`src/rtl/pmb_pkg.sv`:
```
package pmb_pkg;

    typedef enum logic [1:0] {
        ST_IDLE  = 2'd0,
        ST_ROW   = 2'd1,
        ST_CWAIT = 2'd2,
        ST_CSTB  = 2'd3
    } pmb_state_e;

    // Cycles per word after the first one, selected per burst.
    function automatic logic [1:0] word_gap(input logic [1:0] sel);
        case (sel)
            2'd1:    return 2'd2;
            2'd2:    return 2'd1;
            default: return 2'd3;
        endcase
    endfunction

endpackage

```
`src/rtl/pmb_fsm.sv`:
```
module pmb_fsm
    import pmb_pkg::*;
#(
    parameter int FIRST_CYC = 5
) (
    input  logic       clk,
    input  logic       rst_n,
    input  logic       start,
    input  logic [1:0] gap_in,
    output pmb_state_e state,
    output logic [1:0] beat
);
    localparam int CNT_W = $clog2(FIRST_CYC + 1);

    pmb_state_e       state_n;
    logic [CNT_W-1:0] cnt, cnt_n;
    logic [1:0]       beat_n, gap, gap_n;

    always_ff @(posedge clk) begin
        if (!rst_n) begin
            state <= ST_IDLE;
            cnt   <= '0;
            beat  <= '0;
            gap   <= 2'd3;
        end else begin
            state <= state_n;
            cnt   <= cnt_n;
            beat  <= beat_n;
            gap   <= gap_n;
        end
    end

    always_comb begin
        state_n = state;
        cnt_n   = cnt;
        beat_n  = beat;
        gap_n   = gap;
        unique case (state)
            ST_IDLE: begin
                if (start) begin
                    state_n = ST_ROW;
                    cnt_n   = '0;
                    beat_n  = '0;
                    gap_n   = gap_in;
                end
            end
            ST_ROW: begin
                if (cnt == CNT_W'(FIRST_CYC - 2)) begin
                    state_n = ST_CSTB;
                    cnt_n   = '0;
                end else begin
                    cnt_n = cnt + 1'b1;
                end
            end
            ST_CSTB: begin
                if (beat == 2'd3) begin
                    state_n = ST_IDLE;
                end else begin
                    beat_n  = beat + 1'b1;
                    cnt_n   = '0;
                    state_n = (gap == 2'd1) ? ST_CSTB : ST_CWAIT;
                end
            end
            ST_CWAIT: begin
                if (cnt == CNT_W'(gap) - CNT_W'(2)) begin
                    state_n = ST_CSTB;
                    cnt_n   = '0;
                end else begin
                    cnt_n = cnt + 1'b1;
                end
            end
            default: state_n = ST_IDLE;
        endcase
    end

endmodule

```
`src/rtl/pmb_addr_mux.sv`:
```
module pmb_addr_mux
    import pmb_pkg::*;
#(
    parameter int ROW_W = 10,
    parameter int COL_W = 8,
    parameter int MA_W  = 10
) (
    input  pmb_state_e       state,
    input  logic [1:0]       beat,
    input  logic [ROW_W-1:0] row,
    input  logic [COL_W-1:0] col_base,
    output logic [MA_W-1:0]  mem_addr
);
    logic [COL_W-1:0] col_word;

    // Wrap inside the aligned four-word block.
    always_comb begin
        col_word = (col_base & ~COL_W'(3)) | ((col_base + COL_W'(beat)) & COL_W'(3));
        unique case (state)
            ST_IDLE:           mem_addr = '0;
            ST_ROW:            mem_addr = MA_W'(row);
            ST_CWAIT, ST_CSTB: mem_addr = MA_W'(col_word);
            default:           mem_addr = '0;
        endcase
    end

endmodule

```
`src/rtl/pmb_rd_capture.sv`:
```
module pmb_rd_capture #(
    parameter int DATA_W = 16
) (
    input  logic              clk,
    input  logic              rst_n,
    input  logic              take,
    input  logic              last,
    input  logic [DATA_W-1:0] din,
    output logic              rd_valid,
    output logic [DATA_W-1:0] rd_data,
    output logic              rd_last
);
    always_ff @(posedge clk) begin
        if (!rst_n) begin
            rd_valid <= 1'b0;
            rd_last  <= 1'b0;
            rd_data  <= '0;
        end else begin
            rd_valid <= take;
            rd_last  <= take && last;
            if (take) rd_data <= din;
        end
    end

endmodule

```
`src/rtl/pagemode_burst_ctrl.sv`:
```
module pagemode_burst_ctrl
    import pmb_pkg::*;
#(
    parameter  int ROW_W     = 10,
    parameter  int COL_W     = 8,
    parameter  int DATA_W    = 16,
    parameter  int FIRST_CYC = 5,
    localparam int ADDR_W    = ROW_W + COL_W,
    localparam int MA_W      = (ROW_W > COL_W) ? ROW_W : COL_W
) (
    input  logic              clk,
    input  logic              rst_n,
    input  logic              req_valid,
    output logic              req_ready,
    input  logic              req_write,
    input  logic [ADDR_W-1:0] req_addr,
    input  logic [1:0]        req_mode,
    input  logic [DATA_W-1:0] wr_data,
    output logic              wr_take,
    output logic              rd_valid,
    output logic [DATA_W-1:0] rd_data,
    output logic              rd_last,
    input  logic              refresh_busy,
    output logic [MA_W-1:0]   mem_addr,
    output logic              mem_ras_n,
    output logic              mem_cas_n,
    output logic              mem_we_n,
    output logic [DATA_W-1:0] mem_dout,
    input  logic [DATA_W-1:0] mem_din
);
    pmb_state_e       state;
    logic [1:0]       beat;
    logic [ROW_W-1:0] row_q;
    logic [COL_W-1:0] col_q;
    logic             wr_q;
    logic             accept;
    logic             strobe;

    assign accept = req_valid && req_ready;

    always_ff @(posedge clk) begin
        if (!rst_n) begin
            row_q <= '0;
            col_q <= '0;
            wr_q  <= 1'b0;
        end else if (accept) begin
            row_q <= req_addr[ADDR_W-1:COL_W];
            col_q <= req_addr[COL_W-1:0];
            wr_q  <= req_write;
        end
    end

    pmb_fsm #(.FIRST_CYC(FIRST_CYC)) u_fsm (
        .clk    (clk),
        .rst_n  (rst_n),
        .start  (accept),
        .gap_in (word_gap(req_mode)),
        .state  (state),
        .beat   (beat)
    );

    pmb_addr_mux #(.ROW_W(ROW_W), .COL_W(COL_W), .MA_W(MA_W)) u_addr (
        .state    (state),
        .beat     (beat),
        .row      (row_q),
        .col_base (col_q),
        .mem_addr (mem_addr)
    );

    pmb_rd_capture #(.DATA_W(DATA_W)) u_rd (
        .clk      (clk),
        .rst_n    (rst_n),
        .take     (strobe && !wr_q),
        .last     (beat == 2'd3),
        .din      (mem_din),
        .rd_valid (rd_valid),
        .rd_data  (rd_data),
        .rd_last  (rd_last)
    );

    always_comb begin
        strobe    = (state == ST_CSTB);
        req_ready = (state == ST_IDLE) && !refresh_busy;
        mem_ras_n = (state == ST_IDLE);
        mem_cas_n = !strobe;
        mem_we_n  = !(strobe && wr_q);
        wr_take   = strobe && wr_q;
        mem_dout  = (strobe && wr_q) ? wr_data : '0;
    end

endmodule

```
`config.mk`:
```
export PLATFORM = sky130hd
export DESIGN_NAME = pagemode_burst_ctrl
export DESIGN_NICKNAME = d
export VERILOG_FILES = /design/src/rtl/pmb_pkg.sv /design/src/rtl/pmb_fsm.sv /design/src/rtl/pmb_addr_mux.sv /design/src/rtl/pmb_rd_capture.sv /design/src/rtl/pagemode_burst_ctrl.sv
export SDC_FILE = /design/constraint.sdc
export NUM_CORES = 1
export LEC_CHECK = 0
export ABC_AREA = 1
export CAP_MARGIN = 0
export CORE_MARGIN = 2
export CORE_UTILIZATION = 40
export DETAILED_ROUTE_END_ITERATION = 7
export PLACE_DENSITY = 0.79
export SLEW_MARGIN = 20
export SYNTH_ARGS = -nofsm -noshare
export SYNTH_HDL_FRONTEND = slang
export SYNTH_SLANG_ARGS = --single-unit
```
`constraint.sdc`:
```
create_clock -name clk -period 1.95 [get_ports clk]
set_input_delay 0.195 -clock clk [delete_from_list [all_inputs] [get_ports clk]]
set_output_delay 0.195 -clock clk [all_outputs]
set_load 0.01 [all_outputs]
```
==> impl_metrics.json, run 1 <==
{
  "r2r-start": "u_fsm.state[0]",
  "grt_antenna_before_repair": 0,
  "post-route-period-util_pct": 93.7,
  "grt-ovfl-total": 0,
  "stdcell_count": 498,
  "drive_gt1_share_pct": 8.18,
  "crit_required_ns": 1.75,
  "cp-start-kind": "flip-flop",
  "status": "complete, no violations",
  "yosysTopAreaCell": "dfxtp_1",
  "grt_pass1_wl_um": 9720,
  "yosys.area.top_type_share_pct": 42.2,
  "initial_core_util_pct": 42.2,
  "diodes": 0,
  "tightest_slew_ns": 0.349,
  "chipWidth_um": 77.9,
  "yosys_register_bits": 46,
  "critPathSlowestCell": "dfxtp_4",
  "nNetsFinal": 494,
  "fp.coreArea_um2": 5170,
  "setup_viol": 0,
  "drcViolationCount": 0,
  "endpoint_kind": "output pin",
  "critPathArrivalTime_ns": 1.63,
  "crit_fanout": 8,
  "layout_setup_ws_ns": 0.122,
  "cts_tree": "yes",
  "worstPathCellList": "inv_2 > ha_2 > or2_4 > o21ai_1 > a21oi_1 > dlygate4sd2_1",
  "dieArea_um2": 6060,
  "setup.worst_path.start": "u_fsm.state[0]",
  "post-route-min-period_ns": 1.83,
  "grt.total_usage_pct": 19.4,
  "hp-start": "req_addr[5]",
  "synth_area_leaders": "dfxtp_1 42%, nand2_1 14%, nor2_1 9.6%",
  "path_buf_inv": 2,
  "dp.cells": 489,
  "place_congestion": 0.816,
  "pin_count": 106,
  "htreeDepth": 2,
  "wl_um": 5750,
  "ant_nets": 0,
  "syn_to_final_growth_pct": 58.1,
  "clk_pin_slew_ns": 0.09,
  "p_leak_uw": 0.00159,
  "syn-cell-area_um2": 2180,
  "rows": 26,
  "maxCapViolCount": 0,
  "slew_viol_final": 0,
  "r2r_slack_ns": 0.33,
  "avgViaCountPerCell": 4.66,
  "slew_headroom_pct": 76.6,
  "fin_skew_ns": 0.00677,
  "synth_area_per_cell_um2": 6.82,
  "hp-class": "input port to flip-flop",
  "grt_max_degree": 22,
  "firstDrtPassIters": 4,
  "cts_inserted_buffers": 5,
  "via_count": 2319,
  "portBuffers": 105,
  "ys_seq_area_share_pct": 42.2,
  "first_global_vias": 2205,
  "finalSetupTns_ns": 0,
  "dpl_worst_slack_ns": 0.0344,
  "postSynthCellCount": 320,
  "hold_viol_final": 0,
  "dieHeight_um": 77.9,
  "ir_drop_mv": 0.531,
  "dr.first_iter.drc_count": 99,
  "clock-sinks": 46,
  "critPathMaxStageDelay_ns": 0.37,
  "ys_types": 24,
  "crit_family": "flip-flops",
  "dp_hpwl_um": 4280,
  "p_per_area_nw_per_um2": 898,
  "synth_fp_nets": 387,
  "clock.fmax_ghz": 0.547,
  "clkLatencyLatePin_ns": 0.29,
  "critPathKind": "flip-flop to output pin",
  "yosys_warnings": 0,
  "wire_per_inst_um": 11.6,
  "rsz0062_at_grt": "no",
  "cts_max_path_buffers": 2,
  "clock-root-buffer": "clkbuf_8"
}
-- sequential cells by signal (all words and copies together) (netlist names) --
signal	flops
row_q	10
u_fsm.cnt	3
u_rd.rd_data	16
col_q	8
u_rd.rd_valid	1
u_fsm.gap	2
u_fsm.state	2
wr_q	1
u_rd.rd_last	1
u_fsm.beat	2
-- path summary, 6_finish.rpt --
check                       to  depth (start not counted)
setup reg to reg  u_fsm.cnt[1]                         10
hold reg to reg       col_q[2]                          2
hold / removal        col_q[5]                          3
setup / recovery   mem_addr[1]                          6
-- placed cells by master, fill, tap and decap left out, types with 2 or more instances in the layout --
cell	count
o21ai_1	2
xnor2_1	2
clkdlybuf4s50_1	79
ha_4	2
nand4_1	2
nand3_1	5
buf_4	8
inv_1	34
nand2_1	80
clkbuf_8	5
nor2_4	3
dlygate4sd2_1	26
ha_2	2
dfxtp_1	44
o21ai_0	20
nand2_2	3
nor2_1	56
a21oi_1	34
ha_1	6
inv_2	4
-- kinds of logic (layout without fill, tap and decap cells) --
logic type	Yosys count	in the layout	synth area share, %
adder cells (fa/ha/maj)	10	10	5.73
AND/OR/NAND/NOR	152	152	28.3
flip-flops	46	46	42.2
buffers and inverters	53	161	9.69
AO/OA/AOI/OAI	57	57	13.2
XOR/XNOR	2	2	0.803
-- metrics by stage --
| step | utilization (%) | hold slack [ns] | total power [uW] | cell area, um2 |
|---|---|---|---|---|
| 2_1_floorplan | - | 0.327 | 1840 | 2180 |
| 5_1_grt | 66.7 | 0.442 | 3310 | 3450 |
| 6_report | 66.7 | 0.446 | 3100 | 3450 |
| 3_3_place_gp | 64.1 | 0.453 | 2290 | 3320 |
| 4_1_cts | 66.6 | 0.437 | 3110 | 3440 |
| 3_5_place_dp | 64.1 | 0.455 | 2310 | 3320 |
-- worst reg2reg max path: stages (launching register included) --
cell and delay [ns]:
dfxtp_4 0.36, inv_2 0.10, ha_4 0.18, inv_1 0.07
nor2_4 0.09, nand2_2 0.17, nand2_2 0.15, nand2_2 0.12
nor2_4 0.12, nand3_1 0.10, a21oi_2 0.11
-- cell usage after synthesis (all sizes together) --
cell	instances
nand4	2
nand2	83
clkinv	1
nor2	59
nand3	5
inv	38
ha	10
clkbuf	8
buf	6
and2	1
or2	1
a21oi	35
nor3	1
o21ai	22
xnor2	2
dfxtp	46
-- timing repair --
| action | CTS | global route |
|---|---|---|
| setup endpoints to repair | 29 | 11 |
| resized for setup | 35 | 5 |
| setup buffers | 1 | 0 |
| pin swaps | 0 | 1 |
| hold buffers | 0 | 0 |
| hold endpoints to repair | 0 | 0 |
-- cell type report --
class / instances / area [um2]
fill: 448 / 1720
timing repair buffer: 114 / 1090
multi-input combinational: 221 / 1080
sequential: 46 / 926
inverter: 39 / 146
tap: 70 / 87.6
clock buffer: 5 / 68.8
clock inverter: 3 / 48.8
-- report_power, final --
group / leakage [uW] / internal (uW) / switching, uW / total [uW]
clock network: 0.0000563 / 390 / 329 / 719
logic: 0.00116 / 563 / 682 / 1250
registers: 0.000375 / 1060 / 71.3 / 1130
total: 0.00159 / 2010 / 1080 / 3100
-- layer usage --
layer  wire, um  vias to the layer above  share of wire (%)  GRT usage [%]
li1           -                     1203                  -              -
met5          0                        -                  0              0
met2       2670                       82                 46           33.1
met1       2600                     1028                 45           23.8
met3        422                        6                7.3           5.47
met4         61                        0                1.1           5.54
Power figures use the tool's default switching activity.
==> run 2: changes to the inputs <==
==> constraint.sdc (replaced) <==
create_clock -name clk -period 1.95 [get_ports clk]
set_input_delay 0.195 -clock clk [delete_from_list [all_inputs] [get_ports clk]]
set_output_delay 0.195 -clock clk [all_outputs]
set_load 0.02 [all_outputs]
==> run 2 against run 1 <==
Non-clock buffer count rose by 3; via count decreased by 1.3%; flip-flop and latch count is the same; global-route usage up 0.59 points; sequential share of layout area grew 0.096 points; setup slack worse by 0.049 ns; maximum frequency down 2.6%; cell count up 0.60%; clock skew is 0.0013 ns lower; die area stayed put; sequential power hardly changed; first-iteration DRC count fell by 14%; critical endpoint is now mem_addr[3]; largest cell class unchanged.
==> impl_metrics.json, run 2 (synthesized netlist as in run 1, its figures left out) <==
{
  "clock.fmax_ghz": 0.533,
  "post_dp_cell_area_um2": 3350,
  "holdWs_ns": 0.461,
  "ir_drop_mv": 0.563,
  "tightest_slew_ns": 0.362,
  "critPathSlowestCell": "dfxtp_2",
  "wl_um": 6100,
  "grt_antenna_before_repair": 0,
  "cts_tree": "yes",
  "critPathArrivalTime_ns": 1.68,
  "slew_headroom_pct": 75.8,
  "firstDrtPassIters": 4,
  "grt.total_usage_pct": 20.0,
  "regMostFlops": "u_rd.rd_data",
  "critPathKind": "flip-flop to output pin",
  "htreeDepth": 2,
  "cts_max_path_buffers": 2,
  "holdPathStages": 3,
  "diodes": 0,
  "syn_to_final_growth_pct": 56.9,
  "final_cell_area_um2": 3420,
  "wire_per_inst_um": 12.2,
  "cts_inserted_buffers": 5,
  "final_common_cell": "nand2_1",
  "maxCapViolCount": 0,
  "hp-start": "req_addr[6]",
  "cts_setup_buffers": 0,
  "grt_pass1_wl_um": 9920,
  "worstPathCellList": "inv_1 > ha_1 > or2_4 > nand2_1 > a21oi_1 > clkdlybuf4s15_1",
  "grt-ovfl-total": 0,
  "post-route-min-period_ns": 1.88,
  "path_buf_inv": 2,
  "clock-root-buffer": "clkbuf_8",
  "chipWidth_um": 77.9,
  "dp_hpwl_um": 4520,
  "critPathMaxStageDelay_ns": 0.38,
  "post-route-period-util_pct": 96.2,
  "place_congestion": 0.855,
  "cp-start-kind": "flip-flop",
  "layout_common_cells": "80 x nand2_1, 74 x clkdlybuf4s50_1, 56 x nor2_1",
  "largest_register_ff_count": 16,
  "clkLatencyLatePin_ns": 0.29,
  "clock-sinks": 46,
  "setup_viol": 0,
  "crit_fanout": 8,
  "p_leak_uw": 0.00161,
  "grt_use_met3_pct": 5.47,
  "layout_setup_ws_ns": 0.0735,
  "nFillCells": 456,
  "grt_max_degree": 21,
  "hp-class": "input port to flip-flop",
  "drive_gt1_share_pct": 8.35,
  "dpl_worst_slack_ns": -0.0421,
  "status": "complete, no violations",
  "r2r_slack_ns": 0.24,
  "fin_skew_ns": 0.00543,
  "crit_family": "flip-flops",
  "initial_core_util_pct": 42.2,
  "hold_viol_final": 0,
  "drcViolationCount": 0,
  "p_per_area_nw_per_um2": 884,
  "r2r-end": "u_fsm.cnt[1]",
  "dr.first_iter.drc_count": 85,
  "rows": 26,
  "dieArea_um2": 6060,
  "slew_viol_final": 0,
  "fp.coreArea_um2": 5170,
  "r2r-start": "u_fsm.state[1]",
  "holdPathEnd": "col_q[6]",
  "grt_util_met1_pct": 23.5,
  "portBuffers": 105,
  "busiest_layer": "met2",
  "reg.largest.list": "u_rd.rd_data (16), row_q (10), col_q (8)",
  "grtUsageMet2_pct": 35.9,
  "via_count": 2289,
  "avgViaCountPerCell": 4.57,
  "worstRegToRegCells": 10,
  "endpoint_kind": "output pin",
  "clk_pin_slew_ns": 0.08,
  "nNetsFinal": 497,
  "first_global_vias": 2182,
  "pin_count": 106,
  "dieHeight_um": 77.9,
  "ant_nets": 0,
  "crit_required_ns": 1.75
}
[run 2: cell count changes in the layout (fill, tap and decap cells not counted), sizes merged, moves of 3 or more]
cell / change
clkbuf: +5
clkdlybuf4s15: +4
dlymetal6s2s: +3
clkdlybuf4s50: -5
dlygate4sd2: -6
buf: +4
[run 2: area by class of cell]
type,count,area (um2),share of cell area [%]
Timing Repair Buffer,117,1100,32.2
Clock inverter,1,5.00,0.146
Multi-Input combinational cell,221,1070,31.3
Clock buffer,7,86.3,2.52
Sequential cell,46,922,26.9
Inverter,39,146,4.28
Tap cell,70,87.6,2.56
[run 2: report_power, final]
group | switching [uW] | internal [uW] | total [uW]
registers | 75.2 | 1060 | 1130
clock network | 307 | 286 | 594
logic | 748 | 552 | 1300
[run 2: layer usage]
metal,vias to the layer above,wire (um)
met3,4,363
met1,1021,2720
li1,1203,-
met4,0,48
met5,-,0
met2,61,2960
[run 2: worst max-delay path by stage]
| stage | from | end | slack, ns | cells after the start |
|---|---|---|---|---|
| floorplan | u_fsm.state[0] | u_fsm.cnt[1] | 0.28 | 10 |
| global placement | u_fsm.state[0] | mem_addr[1] | 0.07 | 6 |
| detailed placement | u_fsm.state[0] | mem_addr[1] | -0.04 | 6 |
| CTS | u_fsm.state[1] | mem_addr[8] | -0.06 | 5 |
| global route | u_fsm.state[0] | mem_addr[5] | -0.01 | 6 |
| finish | u_fsm.state[0] | mem_addr[3] | 0.07 | 6 |
[run 2: per-stage QoR]
stage / instances / setup TNS, ns / power (uW) / util, %
after floorplan: 320 / 0 / 1910 / -
after global placement: 493 / 0 / 2400 / 64.7
after detailed placement: 493 / -0.0421 / 2430 / 64.7
after CTS: 501 / -0.115 / 3010 / 65.9
after global routing: 501 / -0.0203 / 3230 / 66.2
final: 501 / 0 / 3020 / 66.2
[run 2: timing repair]
| action | 4_1_cts | 5_1_grt |
|---|---|---|
| endpoints found under the setup margin | 30 | 11 |
| hold endpoints to repair | 0 | 0 |
| resized for setup | 32 | 18 |
| pin swaps | 0 | 0 |
| hold buffers | 0 | 0 |
[run 2: worst min-delay path: stages]
cell             delay [ns]
clkdlybuf4s50_1        0.40
nand2_1                0.07
a21oi_1                0.05
